[src/rtl/segx_pkg.sv]
package segx_pkg;
  localparam int SEL_W   = 16;
  localparam int IDX_W   = 13;
  localparam int ADDR_W  = 32;
  localparam int WORD_W  = 32;
  localparam int DESC_SH = 3;   // 8-byte descriptors
  localparam int HI_OFF  = 4;   // byte offset of upper word

  typedef enum logic [2:0] {
    ST_IDLE, ST_RDLO, ST_WTLO, ST_RDHI, ST_WTHI, ST_DONE
  } segxState_t;

  typedef struct packed {
    logic take;       // latch request and table registers
    logic hiHalf;     // address the upper descriptor word
    logic capLo;      // capture lower word
    logic capHi;      // capture upper word, form result
    logic flagFault;  // form a fault result
  } segxStrobe_t;
endpackage

[src/rtl/segx_dp.sv]
module segx_dp
  import segx_pkg::*;
#(
  parameter int LIM_W = 16
) (
  input  logic                clk,
  input  logic                rstN,
  input  segxStrobe_t         strobe,
  input  logic [SEL_W-1:0]    reqSel,
  input  logic [ADDR_W-1:0]   reqOff,
  input  logic [ADDR_W-1:0]   gblBase,
  input  logic [LIM_W-1:0]    gblLimit,
  input  logic [ADDR_W-1:0]   ldtBase,
  input  logic [LIM_W-1:0]    ldtLimit,
  input  logic [WORD_W-1:0]   memRspData,
  output logic                chkFault,
  output logic [ADDR_W-1:0]   memAddr,
  output logic [ADDR_W-1:0]   linAddr,
  output logic                fault
);
  localparam int CMP_W = (LIM_W > IDX_W + DESC_SH) ? LIM_W : IDX_W + DESC_SH;

  logic                useLocal;
  logic [IDX_W-1:0]    idx;
  logic [CMP_W-1:0]    lastByte;
  logic [CMP_W-1:0]    limSel;

  assign useLocal = reqSel[2];
  assign idx      = reqSel[SEL_W-1:3];
  assign lastByte = CMP_W'({idx, {DESC_SH{1'b1}}});
  assign limSel   = CMP_W'(useLocal ? ldtLimit : gblLimit);
  assign chkFault = (lastByte > limSel) || (!useLocal && idx == '0);

  logic [ADDR_W-1:0] tblBaseQ, offQ, linQ;
  logic [IDX_W-1:0]  idxQ;
  logic [WORD_W-1:0] loWordQ;
  logic              faultQ;
  logic [ADDR_W-1:0] descAddr;
  logic [ADDR_W-1:0] segBase;

  assign descAddr = tblBaseQ + (ADDR_W'(idxQ) << DESC_SH);
  assign memAddr  = descAddr + (strobe.hiHalf ? ADDR_W'(HI_OFF) : '0);
  assign segBase  = {memRspData[31:24], memRspData[7:0], loWordQ[31:16]};

  always_ff @(posedge clk) begin
    if (!rstN) begin
      tblBaseQ <= '0;
      offQ     <= '0;
      idxQ     <= '0;
      loWordQ  <= '0;
      linQ     <= '0;
      faultQ   <= 1'b0;
    end else begin
      if (strobe.take) begin
        tblBaseQ <= useLocal ? ldtBase : gblBase;
        idxQ     <= idx;
        offQ     <= reqOff;
      end
      if (strobe.capLo) loWordQ <= memRspData;
      if (strobe.capHi) begin
        linQ   <= segBase + offQ;
        faultQ <= 1'b0;
      end else if (strobe.flagFault) begin
        linQ   <= '0;
        faultQ <= 1'b1;
      end
    end
  end

  assign linAddr = linQ;
  assign fault   = faultQ;
endmodule

[src/rtl/segx_ctrl.sv]
module segx_ctrl
  import segx_pkg::*;
(
  input  logic        clk,
  input  logic        rstN,
  input  logic        reqValid,
  input  logic        chkFault,
  input  logic        memReqReady,
  input  logic        memRspValid,
  output segxStrobe_t strobe,
  output logic        reqReady,
  output logic        memReqValid,
  output logic        resValid,
  output logic        busy
);
  segxState_t state, stateNx;

  always_comb begin
    stateNx = state;
    strobe  = '0;
    unique case (state)
      ST_IDLE: if (reqValid) begin
        strobe.take = 1'b1;
        if (chkFault) begin
          strobe.flagFault = 1'b1;
          stateNx = ST_DONE;
        end else begin
          stateNx = ST_RDLO;
        end
      end
      ST_RDLO: if (memReqReady) stateNx = ST_WTLO;
      ST_WTLO: if (memRspValid) begin
        strobe.capLo = 1'b1;
        stateNx = ST_RDHI;
      end
      ST_RDHI: begin
        strobe.hiHalf = 1'b1;
        if (memReqReady) stateNx = ST_WTHI;
      end
      ST_WTHI: if (memRspValid) begin
        strobe.capHi = 1'b1;
        stateNx = ST_DONE;
      end
      ST_DONE: stateNx = ST_IDLE;
      default: stateNx = ST_IDLE;
    endcase
  end

  always_ff @(posedge clk) begin
    if (!rstN) state <= ST_IDLE;
    else       state <= stateNx;
  end

  assign reqReady    = (state == ST_IDLE);
  assign busy        = (state != ST_IDLE);
  assign memReqValid = (state == ST_RDLO) || (state == ST_RDHI);
  assign resValid    = (state == ST_DONE);
endmodule

[src/rtl/segx_top.sv]
module segx_top
  import segx_pkg::*;
#(
  parameter int LIM_W = 16
) (
  input  logic               clk,
  input  logic               rstN,
  input  logic               reqValid,
  output logic               reqReady,
  input  logic [15:0]        reqSel,
  input  logic [31:0]        reqOff,
  input  logic [31:0]        gblBase,
  input  logic [LIM_W-1:0]   gblLimit,
  input  logic [31:0]        ldtBase,
  input  logic [LIM_W-1:0]   ldtLimit,
  output logic               memReqValid,
  input  logic               memReqReady,
  output logic [31:0]        memReqAddr,
  input  logic               memRspValid,
  input  logic [31:0]        memRspData,
  output logic               resValid,
  output logic [31:0]        resLinAddr,
  output logic               resFault,
  output logic               busy
);
  segxStrobe_t strobe;
  logic        chkFault;

  segx_ctrl u_ctrl (
    .clk(clk), .rstN(rstN), .reqValid(reqValid), .chkFault(chkFault),
    .memReqReady(memReqReady), .memRspValid(memRspValid), .strobe(strobe),
    .reqReady(reqReady), .memReqValid(memReqValid), .resValid(resValid),
    .busy(busy)
  );

  segx_dp #(.LIM_W(LIM_W)) u_dp (
    .clk(clk), .rstN(rstN), .strobe(strobe), .reqSel(reqSel), .reqOff(reqOff),
    .gblBase(gblBase), .gblLimit(gblLimit), .ldtBase(ldtBase),
    .ldtLimit(ldtLimit), .memRspData(memRspData), .chkFault(chkFault),
    .memAddr(memReqAddr), .linAddr(resLinAddr), .fault(resFault)
  );
endmodule

[config.mk]
export PLATFORM = sky130hd
export DESIGN_NAME = segx_top
export DESIGN_NICKNAME = d
export VERILOG_FILES = /design/src/rtl/segx_pkg.sv /design/src/rtl/segx_dp.sv /design/src/rtl/segx_ctrl.sv /design/src/rtl/segx_top.sv
export SDC_FILE = /design/constraint.sdc
export NUM_CORES = 1
export LEC_CHECK = 0
export BUFFER_PORTS_ARGS = -buffer_cell sky130_fd_sc_hd__buf_2
export CAP_MARGIN = 20
export CORE_MARGIN = 2
export CORE_UTILIZATION = 52
export DETAILED_ROUTE_END_ITERATION = 8
export PLACE_DENSITY = 0.81
export SYNTH_ARGS = -nofsm -noshare
export SYNTH_HDL_FRONTEND = slang
export SYNTH_SLANG_ARGS = --single-unit
[constraint.sdc]
create_clock -name clk -period 4.88 [get_ports clk]
set_input_delay 0.732 -clock clk [delete_from_list [all_inputs] [get_ports clk]]
set_output_delay 0.732 -clock clk [all_outputs]
set_load 0.01 [all_outputs]
-- After elaboration in Yosys (flattened, before gate mapping)
Cells that the tools add are included.
- divide/modulo/power cells: 0
- bitwise logic cells: 1
- $mul: 0
- order comparisons: 1
- equality and inequality tests: 10
- shift operators: 0
- reductions and logical operators: 10
- muxes and demuxes: 21
- $add $sub $neg: 3
- operator list (cell ; number):
    $mux W32 ; 3
    $add A32 B32 Y32 ; 2
    $add A32 B16 Y32 ; 1
    $mux W3 ; 7
    $gt A16 B16 Y1 ; 1
    $mux W16 ; 1
    $pmux W3 S5 ; 1
    $logic_not A13 Y1 ; 1
    $ne A2 B2 Y1 const B ; 5
    $mux W1 ; 9
    $eq A3 B2 Y1 const B ; 2
    $eq A3 B3 Y1 const B ; 2
    $reduce_and A5 Y1 ; 1
    $eq A3 B1 Y1 const B ; 1
    $logic_not A3 Y1 ; 1
    $reduce_bool A3 Y1 ; 1
    $logic_or A1 B1 Y1 ; 2
    $reduce_bool A2 Y1 ; 1
    $reduce_or A2 Y1 ; 1
    $logic_and A1 B1 Y1 ; 1
    $logic_not A1 Y1 ; 1
    $not A1 Y1 ; 1
- memory bits (writable): 0
- output and inout port bits: 69
- input bits: 181
- memories: 0
- memory bits (read-only): 0
- register bits: 145
- bits in latches: 0

-- Logic depth before layout (Yosys ltp)
- word-level depth: 8
- gate-level depth with buffers: 15
- depth with buffers taken out: 12

-- Cells and area by module
From an unflattened synthesis, not the netlist that was laid out.
- cells, all modules: 944
- area, all modules: 8410.6 um^2
- by module, submodules not included (module ; times used ; area an instance (um^2) ; cells each):
    segx_dp ; 1 ; 8174.1 ; 915
    segx_ctrl ; 1 ; 236.5 ; 29

-- Least setup slack after synthesis
OpenSTA, ideal clock, no wires.
- path kind: input-to-reg
- from: input port reqSel[2]
- to: register u_dp.linQ[25] (netlist: u_dp.linAddr[25])
- path buffers: 5
- data required time: 4.812 ns
- cell stages on the path: 15
- path slack: 1.194 ns
- arrival: 3.619 ns
- path through: buf_2 -> buf_1 -> buf_2 -> mux2i_1 -> ha_1 -> a21o_1 -> a21o_1 -> a21oi_1 -> o21ai_1 -> o311ai_4 -> and2b_1 -> buf_4 -> buf_6 -> nand2_1 -> o21ai_2
- word-level cells in the longest chain between the ends: 7
- elaborated cells on any way between the ends: 9
- those cells by class: order compare: 1; mux: 4; reduce/logical: 4
- ends and longest elaborated chain (element ; line ; text):
    from (decl) ; segx_top.sv:10 ; input logic [15:0] reqSel,
    $mux W16 / $logic_not A1 Y1 (equally long branches) ; segx_dp.sv:31, segx_dp.sv:32 ;
    $gt A16 B16 Y1 / $logic_and A1 B1 Y1 (equally long branches) ; segx_dp.sv:32 ; assign chkFault = (lastByte > limSel) || (!useLocal && idx == '0);
    $logic_or A1 B1 Y1 (*) ; segx_dp.sv:32 ;
    $mux W1 (*) ; segx_ctrl.sv:24 ; if (chkFault) begin
    $mux W1 (*) ; segx_ctrl.sv:22 ; ST_IDLE: if (reqValid) begin
    $mux W1 (*) ; segx_ctrl.sv:21 ; unique case (state)
    $reduce_bool A2 Y1 (no source line) (*) ; -- ;
    to (signal assigned) ; segx_dp.sv:61 ; linQ <= segBase + offQ;
    to (decl) ; segx_dp.sv:34 ; logic [ADDR_W-1:0] tblBaseQ, offQ, linQ;
Every way passes the cells marked *; elsewhere a longest branch is shown, timed or not.
A chain may end at the register's enable or synchronous reset.

-- Final worst setup path
- from: register u_ctrl.state[2]
- to: output port memReqAddr[18]
- word-level cells in the longest chain between the ends: 4
- ends and longest elaborated chain (element ; line ; text):
    from (decl) ; segx_ctrl.sv:16 ; segxState_t state, stateNx;
    from (signal assigned) ; segx_ctrl.sv:51 ; else state <= stateNx;
    $eq A3 B2 Y1 ; segx_ctrl.sv:21 ;
    $mux W1 ; segx_ctrl.sv:21 ;
    $mux W3 ; segx_dp.sv:42 ; assign memAddr = descAddr + (strobe.hiHalf ? ADDR_W'(HI_OFF) : '0);
    $add A32 B32 Y32 ; segx_dp.sv:42 ;
    to (decl) ; segx_top.sv:18 ; output logic [31:0] memReqAddr,
No other way between the ends.

==> key figures <==
Run status
  • Status: finished, final reports clean

Logic synthesis
  • Synth Net Count: 1217
  • Top post-synthesis cells by count: nand2_1, dfxtp_1, a21boi_0
  • Syn_area_per_cell: a little over 8 µm²
  • Area contributors post-synth: dfxtp_1, nand2_1, ha_1
  • Top FF cell, synth: dfxtp_1
  • Top-count cell post-synth: nand2_1
  • Synth cell types: 63
  • Area leader, netlist: dfxtp_1
  • Top-area cell type share of the netlist area: roughly a third
  • Post-synth EDFFs: 0
  • Sequential share of the synthesized area: 32.0%
  • Yosys reg bits: between 100 and 150
  • FFs w/ async S/R, synth: 0%
  • Syn Inst Count: 976
  • Synth Warn #: 0
  • Netlist Area Pre-Place: 8060 µm²

Timing
  • Worst slew margin: 33.4%
  • Hold slack: 0.444 ns
  • Setup Skew: 0.00905 ns
  • Fin Setup TNS: 0 ns
  • Final worst path period share: roughly 91%
  • # setup viols final: 0
  • Max Fclk: 0.224 GHz
  • Unrepaired setup endpoints after global routing: no
  • Final Slew Violations: 0
  • Count of final hold-check violations: 0
  • Final min period: 4.46 ns
  • Worst setup margin: 0.422 ns
  • Slew @ Worst Pin: 0.994 ns

Global route
  • Met2 Usage GRT: 47.8%
  • Met3 usage: 5.95%
  • Number of global-route vias before repair: 7279
  • GR peak layer: met2
  • Global-route wire length before repair: approximately 34 mm
  • Initial antenna violation count: 1
  • Met1 usage: 29.7%
  • Global Route Usage Sum: 26.2%
  • Largest net degree at the start of global routing: 89
  • GRT Residual Overflow: 0

Detailed routing
  • Antenna-violating nets left: 0
  • DR WL/cell: 15.4 µm
  • Routed wire length: ~21 mm
  • DR DRC count: 0
  • Router iterations before antenna repair: 6
  • Via count: 7696
  • DR iter-0 viols: 424
  • Vias per cell: 5.54

Clock tree
  • CTS Hold Bufs: 0
  • Clock transition at the registers of the reported paths: 0.06 ns
  • Post-CTS setup buffer count: 0
  • Clk_lat worst skew: around 0.43 ns
  • H-Tree Depth: 4
  • CTS Buf Count: 17
  • CTS tree: yes
  • Clock sink total: around 130
  • CTS-repair resized insts: 0
  • CTS Buffer Depth: 2
  • CTS root buffer: clkbuf_16

Critical path
  • CP Max Fanout: 12
  • Crit-path most repeated cell: nor2b_1
  • Critical path type: reg -> out
  • Worst Path Arrival: 3.73 ns
  • Largest delay share family, worst path: compound AO/OA/AOI/OAI gates
  • CP cell instances: nor2b_1, and2_1, ha_1, fa_1, a21o_1, a21oi_1, nor2b_1, o211ai_1, nand3_1, a31o_2, and3_1, xor2_1, buf_2
  • Slowest-stage cell, CP: dfxtp_1
  • WP depth: 13
  • Max stage delay on crit path: around 0.53 ns
  • Critical Path End Type: output pin
  • CP startpoint kind: flop
  • R2R depth: 10
  • Bufs and invs on worst path: 1
  • Required @ worst endpoint: between 4 and 5 ns

Place
  • HPWL after DPL: about 16 mm
  • Placed cell area: 9320 µm²
  • I/O Buffers: 239
  • Setup WS pre-CTS: a little under 0.9 ns
  • Routability cong.: 0.880

Floorplanning
  • Starting density of the core: 53.0%
  • I/O Pins: 250
  • Core box area: about 15000 µm²
  • Chip width: roughly 130 µm
  • Full die area: 16500 µm²
  • Die height: ~130 µm
  • Placement row count: 45

Final layout
  • Net count reported at finish: 1429
  • Fillers: about 1300
  • Share of cells above drive strength 1: around 25%
  • Area Overhead vs Synth: 23.3%
  • Post-route core utilization: 65.4%
  • Fin area: roughly 10000 µm²

Worst hold path
  • WHS Path Cells: 2
  • Hold Path Class: reg -> reg

Pwr
  • Leakage: 4.97 nW
  • Peak supply drop: 0.267 mV
  • Power per cell area: around 330 nW/µm²

Flow run
  • Max cap viols: 0
-- cells by family (layout without fill, tap and decap cells) --
kind of cell | after synthesis | in the layout | share of synthesized area [%]
muxes | 46 | 46 | 5.73
AOI/OAI and AO/OA | 260 | 260 | 23.8
adders and majority gates | 60 | 60 | 9.50
and+or+nand+nor | 358 | 358 | 19.4
xor gates and xnor gates | 55 | 55 | 5.97
buffers and inverters | 68 | 293 | 3.57
other | 0 | 1 | 0
DFF | 129 | 129 | 32.0
-- registers in the layout (all words and copies together), names as in the netlist --
name	count
u_dp.tblBaseQ	32
u_dp.fault	1
u_dp.linAddr	32
u_dp.offQ	32
u_dp.loWordQ	16
u_dp.idxQ	13
u_ctrl.state	3
-- placed cells by master (no fill, tap or decap), drive strengths merged, types with 3 or more instances in the layout --
| cell type | instances |
|---|---|
| a211oi | 8 |
| xnor2 | 27 |
| bufinv | 3 |
| and3 | 16 |
| inv | 18 |
| a31oi | 10 |
| o211a | 33 |
| mux2i | 45 |
| clkinv | 5 |
| o211ai | 5 |
| nor2 | 38 |
| dfxtp | 129 |
| nor2b | 5 |
| buf | 245 |
| o21a | 6 |
| or3 | 4 |
| a21oi | 38 |
| xor2 | 28 |
| nand3 | 29 |
| nor4 | 4 |
| a21o | 17 |
| and2 | 8 |
| nand2 | 217 |
| ha | 58 |
| o21ai | 48 |
| clkbuf | 20 |
| o21bai | 7 |
| nor3 | 12 |
| a21boi | 73 |
| nand2b | 5 |
| nand4 | 12 |
-- per-layer routing --
metal | part of all wire, % | vias up
li1 | - | 3873
met3 | 6.3 | 37
met2 | 50 | 267
met5 | 0 | -
met4 | 2.1 | 0
met1 | 42 | 3519
-- final timing paths --
path                          from               end  slack (ns)
setup / recovery   u_ctrl.state[2]    memReqAddr[18]        0.42
hold / removal          u_dp.fault        u_dp.fault        0.44
setup reg to reg  u_dp.loWordQ[16]  u_dp.linAddr[28]        2.11
hold reg to reg         u_dp.fault        u_dp.fault        0.44
-- metrics by stage --
stage               power (W)  instances
floorplan             0.00173        976
global placement      0.00197       1357
detailed placement    0.00199       1357
CTS                   0.00333       1389
global route          0.00348       1390
finish                0.00332       1390
-- worst register-to-register path, cell delays in order, from the launching register on --
cell      delay, ns
dfxtp_1        0.31
ha_1           0.24
fa_1           0.45
a211oi_2       0.22
o21a_2         0.22
a211oi_4       0.09
a211oi_4       0.32
a21oi_4        0.14
and4_1         0.21
nor4_1         0.33
o21ai_1        0.11
-- layout make-up --
class                      count  area, µm²  area share (%)
tap                          188        235            2.37
antenna                        1       2.50          0.0252
sequential                   129       2580            26.0
timing repair buffer         245       1240            12.5
clock buffer                  20        467            4.69
clock inverter                12        155            1.56
inverter                      16       60.1           0.604
multi-input combinational    779       5200            52.3
-- power by group --
group / total [W] / switching, W / leakage, nW / internal, W
clock network: 0.00134 / 0.000494 / 0.303 / 0.000845
logic: 0.000774 / 0.000446 / 3.62 / 0.000328
registers: 0.00120 / 0.0000658 / 1.05 / 0.00114
No activity file was read; power rests on OpenSTA's default activity.
